`src/rtl/merge_pkg.sv`:
```
package merge_pkg;
  typedef logic [1:0] resp_t;
  localparam resp_t RESP_OKAY   = 2'd0;
  localparam resp_t RESP_EXOKAY = 2'd1;
  localparam resp_t RESP_SLVERR = 2'd2;
  localparam resp_t RESP_DECERR = 2'd3;

  function automatic resp_t resp_worst(resp_t a, resp_t b);
    return (a > b) ? a : b;
  endfunction
endpackage

```
`src/rtl/merge_req_fifo.sv`:
```
module merge_req_fifo #(
  parameter int WIDTH = 8,
  parameter int DEPTH = 4
) (
  input  logic             clk_i,
  input  logic             rst_ni,
  input  logic             push_i,
  input  logic [WIDTH-1:0] din_i,
  input  logic             pop_i,
  output logic [WIDTH-1:0] dout_o,
  output logic             empty_o,
  output logic             full_o
);
  localparam int AW = (DEPTH > 1) ? $clog2(DEPTH) : 1;
  localparam logic [AW-1:0] LAST_IDX = AW'(DEPTH - 1);
  localparam logic [AW:0]   FULL_CNT = (AW + 1)'(DEPTH);

  logic [WIDTH-1:0] mem_q [DEPTH];
  logic [AW-1:0]    wr_q, rd_q;
  logic [AW:0]      cnt_q;
  logic             do_push, do_pop;

  assign empty_o = (cnt_q == '0);
  assign full_o  = (cnt_q == FULL_CNT);
  assign do_push = push_i && !full_o;
  assign do_pop  = pop_i && !empty_o;
  assign dout_o  = mem_q[rd_q];

  always_ff @(posedge clk_i) begin
    if (do_push) mem_q[wr_q] <= din_i;
  end

  always_ff @(posedge clk_i or negedge rst_ni) begin
    if (!rst_ni) begin
      wr_q  <= '0;
      rd_q  <= '0;
      cnt_q <= '0;
    end else begin
      if (do_push) wr_q <= (wr_q == LAST_IDX) ? '0 : wr_q + 1'b1;
      if (do_pop)  rd_q <= (rd_q == LAST_IDX) ? '0 : rd_q + 1'b1;
      case ({do_push, do_pop})
        2'b10:   cnt_q <= cnt_q + 1'b1;
        2'b01:   cnt_q <= cnt_q - 1'b1;
        default: cnt_q <= cnt_q;
      endcase
    end
  end
endmodule

```
`src/rtl/merge_beat_mux.sv`:
```
module merge_beat_mux
  import merge_pkg::*;
#(
  parameter int N_CTRL = 4,
  parameter int DATA_W = 32,
  parameter int TGT_W  = 2
) (
  input  logic                     head_vld_i,
  input  logic [TGT_W-1:0]         sel_i,
  input  logic                     m_ready_i,
  input  logic [N_CTRL-1:0]        c_valid_i,
  input  logic [N_CTRL*DATA_W-1:0] c_data_i,
  input  logic [N_CTRL*2-1:0]      c_resp_i,
  input  logic [N_CTRL-1:0]        c_last_i,
  output logic [N_CTRL-1:0]        c_ready_o,
  output logic                     sel_valid_o,
  output logic [DATA_W-1:0]        sel_data_o,
  output resp_t                    sel_resp_o,
  output logic                     sel_last_o
);
  logic [DATA_W-1:0] data_arr [N_CTRL];
  resp_t             resp_arr [N_CTRL];
  logic [N_CTRL-1:0] hit;

  for (genvar i = 0; i < N_CTRL; i++) begin : g_ch
    assign data_arr[i]  = c_data_i[i*DATA_W +: DATA_W];
    assign resp_arr[i]  = c_resp_i[i*2 +: 2];
    assign hit[i]       = head_vld_i && (sel_i == TGT_W'(i));
    assign c_ready_o[i] = hit[i] && m_ready_i;
  end

  always_comb begin
    sel_valid_o = 1'b0;
    sel_data_o  = '0;
    sel_resp_o  = RESP_OKAY;
    sel_last_o  = 1'b0;
    for (int i = 0; i < N_CTRL; i++) begin
      if (hit[i]) begin
        sel_valid_o = c_valid_i[i];
        sel_data_o  = data_arr[i];
        sel_resp_o  = resp_arr[i];
        sel_last_o  = c_last_i[i];
      end
    end
  end
endmodule

```
`src/rtl/merge_piece_track.sv`:
```
module merge_piece_track
  import merge_pkg::*;
#(
  parameter int CNT_W = 4
) (
  input  logic             clk_i,
  input  logic             rst_ni,
  input  logic             fire_i,
  input  logic [CNT_W-1:0] beats_m1_i,
  input  logic             final_i,
  input  resp_t            beat_resp_i,
  input  logic             beat_last_i,
  output logic             piece_end_o,
  output logic             last_o,
  output resp_t            resp_o,
  output logic             err_o
);
  logic [CNT_W-1:0] beat_q;
  resp_t            acc_q;
  logic             err_q;

  assign piece_end_o = (beat_q == beats_m1_i);
  assign last_o      = final_i && piece_end_o;
  assign resp_o      = resp_worst(acc_q, beat_resp_i);
  assign err_o       = err_q;

  always_ff @(posedge clk_i or negedge rst_ni) begin
    if (!rst_ni) begin
      beat_q <= '0;
      acc_q  <= RESP_OKAY;
      err_q  <= 1'b0;
    end else if (fire_i) begin
      beat_q <= piece_end_o ? '0 : beat_q + 1'b1;
      acc_q  <= last_o ? RESP_OKAY : resp_o;
      // controller's own piece length must agree with the descriptor
      if (beat_last_i != piece_end_o) err_q <= 1'b1;
    end
  end
endmodule

```
`src/rtl/split_read_merger.sv`:
```
module split_read_merger
  import merge_pkg::*;
#(
  parameter int N_CTRL = 4,
  parameter int DATA_W = 32,
  parameter int CNT_W  = 4,
  parameter int DEPTH  = 4,
  localparam int TGT_W = (N_CTRL > 1) ? $clog2(N_CTRL) : 1
) (
  input  logic                     clk_i,
  input  logic                     rst_ni,
  input  logic                     req_valid_i,
  output logic                     req_ready_o,
  input  logic [TGT_W-1:0]         req_target_i,
  input  logic [CNT_W-1:0]         req_beats_i,
  input  logic                     req_final_i,
  input  logic [N_CTRL-1:0]        c_valid_i,
  output logic [N_CTRL-1:0]        c_ready_o,
  input  logic [N_CTRL*DATA_W-1:0] c_data_i,
  input  logic [N_CTRL*2-1:0]      c_resp_i,
  input  logic [N_CTRL-1:0]        c_last_i,
  output logic                     m_valid_o,
  input  logic                     m_ready_i,
  output logic [DATA_W-1:0]        m_data_o,
  output logic [1:0]               m_resp_o,
  output logic                     m_last_o,
  output logic                     err_o
);
  localparam int ENTRY_W = TGT_W + CNT_W + 1;

  logic [ENTRY_W-1:0] head;
  logic               empty, full, fire, piece_end;
  logic [TGT_W-1:0]   head_tgt;
  logic [CNT_W-1:0]   head_beats;
  logic               head_final;
  logic               sel_valid, sel_last;
  resp_t              sel_resp, out_resp;

  assign req_ready_o = !full;
  assign {head_final, head_beats, head_tgt} = head;

  merge_req_fifo #(.WIDTH(ENTRY_W), .DEPTH(DEPTH)) i_fifo (
    .clk_i   (clk_i),
    .rst_ni  (rst_ni),
    .push_i  (req_valid_i),
    .din_i   ({req_final_i, req_beats_i, req_target_i}),
    .pop_i   (fire && piece_end),
    .dout_o  (head),
    .empty_o (empty),
    .full_o  (full)
  );

  merge_beat_mux #(.N_CTRL(N_CTRL), .DATA_W(DATA_W), .TGT_W(TGT_W)) i_mux (
    .head_vld_i  (!empty),
    .sel_i       (head_tgt),
    .m_ready_i   (m_ready_i),
    .c_valid_i   (c_valid_i),
    .c_data_i    (c_data_i),
    .c_resp_i    (c_resp_i),
    .c_last_i    (c_last_i),
    .c_ready_o   (c_ready_o),
    .sel_valid_o (sel_valid),
    .sel_data_o  (m_data_o),
    .sel_resp_o  (sel_resp),
    .sel_last_o  (sel_last)
  );

  assign m_valid_o = !empty && sel_valid;
  assign fire      = m_valid_o && m_ready_i;

  merge_piece_track #(.CNT_W(CNT_W)) i_track (
    .clk_i       (clk_i),
    .rst_ni      (rst_ni),
    .fire_i      (fire),
    .beats_m1_i  (head_beats),
    .final_i     (head_final),
    .beat_resp_i (sel_resp),
    .beat_last_i (sel_last),
    .piece_end_o (piece_end),
    .last_o      (m_last_o),
    .resp_o      (out_resp),
    .err_o       (err_o)
  );

  assign m_resp_o = out_resp;
endmodule

```
`config.mk`:
```
export PLATFORM = sky130hd
export DESIGN_NAME = split_read_merger
export DESIGN_NICKNAME = d
export VERILOG_FILES = /design/src/rtl/merge_pkg.sv /design/src/rtl/merge_req_fifo.sv /design/src/rtl/merge_beat_mux.sv /design/src/rtl/merge_piece_track.sv /design/src/rtl/split_read_merger.sv
export SDC_FILE = /design/constraint.sdc
export NUM_CORES = 1
export LEC_CHECK = 0
export ABC_AREA = 1
export BUFFER_PORTS_ARGS = -buffer_cell sky130_fd_sc_hd__buf_4
export CORE_MARGIN = 4
export CORE_UTILIZATION = 47
export DETAILED_ROUTE_END_ITERATION = 6
export PLACE_DENSITY = 0.87
export SYNTH_ARGS = -nofsm -noshare
export SYNTH_HDL_FRONTEND = slang
export SYNTH_SLANG_ARGS = --single-unit
```
`constraint.sdc`:
```
create_clock -name clk_i -period 6.15 [get_ports clk_i]
set_input_delay 0 -clock clk_i [delete_from_list [all_inputs] [get_ports clk_i]]
set_output_delay 0 -clock clk_i [all_outputs]
set_load 0.01 [all_outputs]
```
==> results.md <==
- Run status: completed
- RSZ-0062 raised after global routing: false
- Commonest non-fill, non-tap cell in the layout: buf_4
- Fin nets: 755
- IO Port Bufs: 196
- Clock latency on the worst-skew pair: 0.30 ns
- Maximum clock frequency: 0.235 GHz
- Seq cells post-synth: 42
- EDFF count, synth: 28
- Tot GR Track Use: 31.2%
- Die height: 90.1 um
- Post-CTS Hold Buffers: 8
- Detailed Route Iter0 Violations: 262
- Leakage: 2.26 nW
- Hold crit path type: primary input to asynchronous set/reset pin
- Fillers: 476
- Post-DR wirelength/cell: 19.7 um
- Top Ports: 197
- Vias in the first global route: 3766
- Vias post-DR: 3892
- Sink Count: 42
- Main synth FF type: edfxtp_1
- Post-cts resize count: 0
- Most frequent cells in the layout: buf_4, nand2_1, nand4_1
- CTS HTree Levels: 2
- Crit path required time: 6.15 ns
- Worst vdd ir: 0.000407 V
- HPWL Detailed: 10100 um
- Max-capacitance violation count: 0
- Antenna violations before repair: 0
- Max FO, Critical Path: 40
- Data arrival, critical path: 4.25 ns
- Pre-antenna DRT Iters: 5
- R2R setup slack: 2.15 ns
- Max clock buf depth: 2
- Die X-Extent: 90.1 um
- Setup violations, final: 0
- Die footprint: 8110 um2
- Synth unique cells: 34
- Placeable Area: 6460 um2
- Total gr overflow: 0
- Initial core utilization: 49.0%
- DRC violations left: 0
- Power Dens Cells: 498 nW/um2
- Worst-Margin Slew: 1.12 ns
- Async set-reset flop share out of synthesis: 33.3%
- Post-synth top area cell: edfxtp_1
- Seq/Total Area, Yosys: 37.6%
- Largest net degree at the start of global routing: 42
- Worst slew margin: 25.4%
- Final Skew: 0.00170 ns
- CTS tree: yes
- Clock period minus final worst setup slack: 4.25 ns
- Share of the synthesized area in the top cell type: 26.6%
- Setup slack at placement: 2.25 ns
- Post-Syn Nets: 571
- Syn_area_per_cell: 7.81 um2
- Setup TNS: 0 ns
- Worst-path clk slew: 0.08 ns
- Average via count per standard cell: 5.84
- Critical Path Sink Type: output port
- ANT cells: 0
- Fin. max-slew vios: 0
- Critical path class: flop to output port
- Area of the mapped netlist: 3160 um2
- Setup ws final: 1.90 ns
- First-pass GRT wire length: 20500 um
- Clk root buf: clkbuf_8
- Layout area overhead: 51.1%
- Share of layout cells above drive strength 1: 39.2%
- Mapped Cells: 405
- WL final: 13100 um
- Crit share post-route: 69.2%
- Final ANT Viol Nets: 0
- Count of final hold-check violations: 0
- Post-CTS setup buffers: 0
- RePlAce Congestion: 0.977
- # rows: 29
- Top post-synthesis cells by area: edfxtp_1, nand2_1, dfrtp_1, nand4_1, o22ai_1
- Crit path launch type: flop
- YS warnings: 0
- Clock buffer count from CTS: 5
-- cell usage after synthesis, types with 4 or more instances --
cell type  count
o22ai_1       34
buf_6          4
inv_1         31
buf_2         12
nand2_2        8
nand3_1       27
ha_1          10
a31oi_1       32
o21ai_2        4
dfrtp_1       14
a21oi_1        4
nor2_1        15
nand4_1       39
o21ai_0        5
clkbuf_1      12
edfxtp_1      28
nand2_1      103
-- registers in the layout, indices dropped and copies added, names as in the netlist --
name	count
i_track.err_o	1
i_fifo.rd_q	2
i_fifo.cnt_q	3
i_track.acc_q	2
i_fifo.mem_q	28
i_track.beat_q	4
i_fifo.wr_q	2
-- layer usage --
metal	vias up	share of wire, %	GRT usage, %	routed length (um)
li1	1821	-	-	-
met1	1813	37	37.8	4820
met2	235	51	54.7	6700
met3	23	10	8.43	1350
met4	0	2.0	8.42	257
met5	-	0	0	0
-- cell families (layout without fill, tap and decap cells) --
logic type | after synthesis | count (layout) | share of synthesized area (%)
simple gates | 205 | 205 | 31.7
compound gates | 80 | 80 | 15.9
buf+inv | 63 | 248 | 9.09
flops | 42 | 42 | 37.6
fa+ha+maj | 11 | 11 | 4.59
xor+xnor | 4 | 4 | 1.11
-- where the power goes --
part / leakage [nW] / switching, mW / internal [mW]
combinational: 1.77 / 1.02 / 0.687
sequential: 0.427 / 0.0733 / 0.381
clock: 0.0585 / 0.0985 / 0.122
-- stage by stage --
stage / power [mW] / instances / hold slack [ns] / utilization [%] / area (um2)
2_1_floorplan: 1.49 / 405 / -0.296 / - / 3160
3_3_place_gp: 2.09 / 651 / -0.144 / 71.1 / 4590
3_5_place_dp: 2.14 / 651 / -0.141 / 71.1 / 4590
4_1_cts: 2.36 / 667 / 0.0807 / 74.0 / 4780
5_1_grt: 2.55 / 667 / 0.0970 / 74.0 / 4780
6_report: 2.38 / 667 / 0.0772 / 74.0 / 4780
-- worst max-delay path: stages (launching register included) --
cell and delay (ns):
dfrtp_1 0.61, inv_4 0.24, nand2_1 0.09, nand3_2 0.09, nand2_4 0.26, nor2_8 0.24
clkinv_1 0.81, nand3_1 0.36, o221ai_1 0.18, ha_1 0.33, nor2_1 0.12, o22ai_1 0.08
or2_2 0.27, nand2_1 0.10, buf_4 0.13
-- area by class of cell --
cell class	instances	area, um2	share of cell area [%]
clock buffers	5	68.8	1.44
flip-flops and latches	42	1190	24.9
repair buffers	206	1570	32.8
multi-input cells	300	1690	35.2
inverters	34	130	2.72
clock inverters	3	43.8	0.916
well taps	77	96.3	2.01
-- path summary, 6_finish.rpt --
check                                from                 to  cells after the start
max                        i_fifo.rd_q[0]        m_resp_o[0]                     14
min                                rst_ni   i_track.acc_q[1]                      2
max reg2reg                i_fifo.rd_q[0]   i_track.acc_q[0]                     15
min reg2reg                 i_track.err_o      i_track.err_o                      2
max in group asynchronous          rst_ni  i_track.beat_q[1]                      2
min in group clk_i              m_ready_i     i_fifo.rd_q[0]                      4
Note: power is estimated with default switching activity, not from simulation.
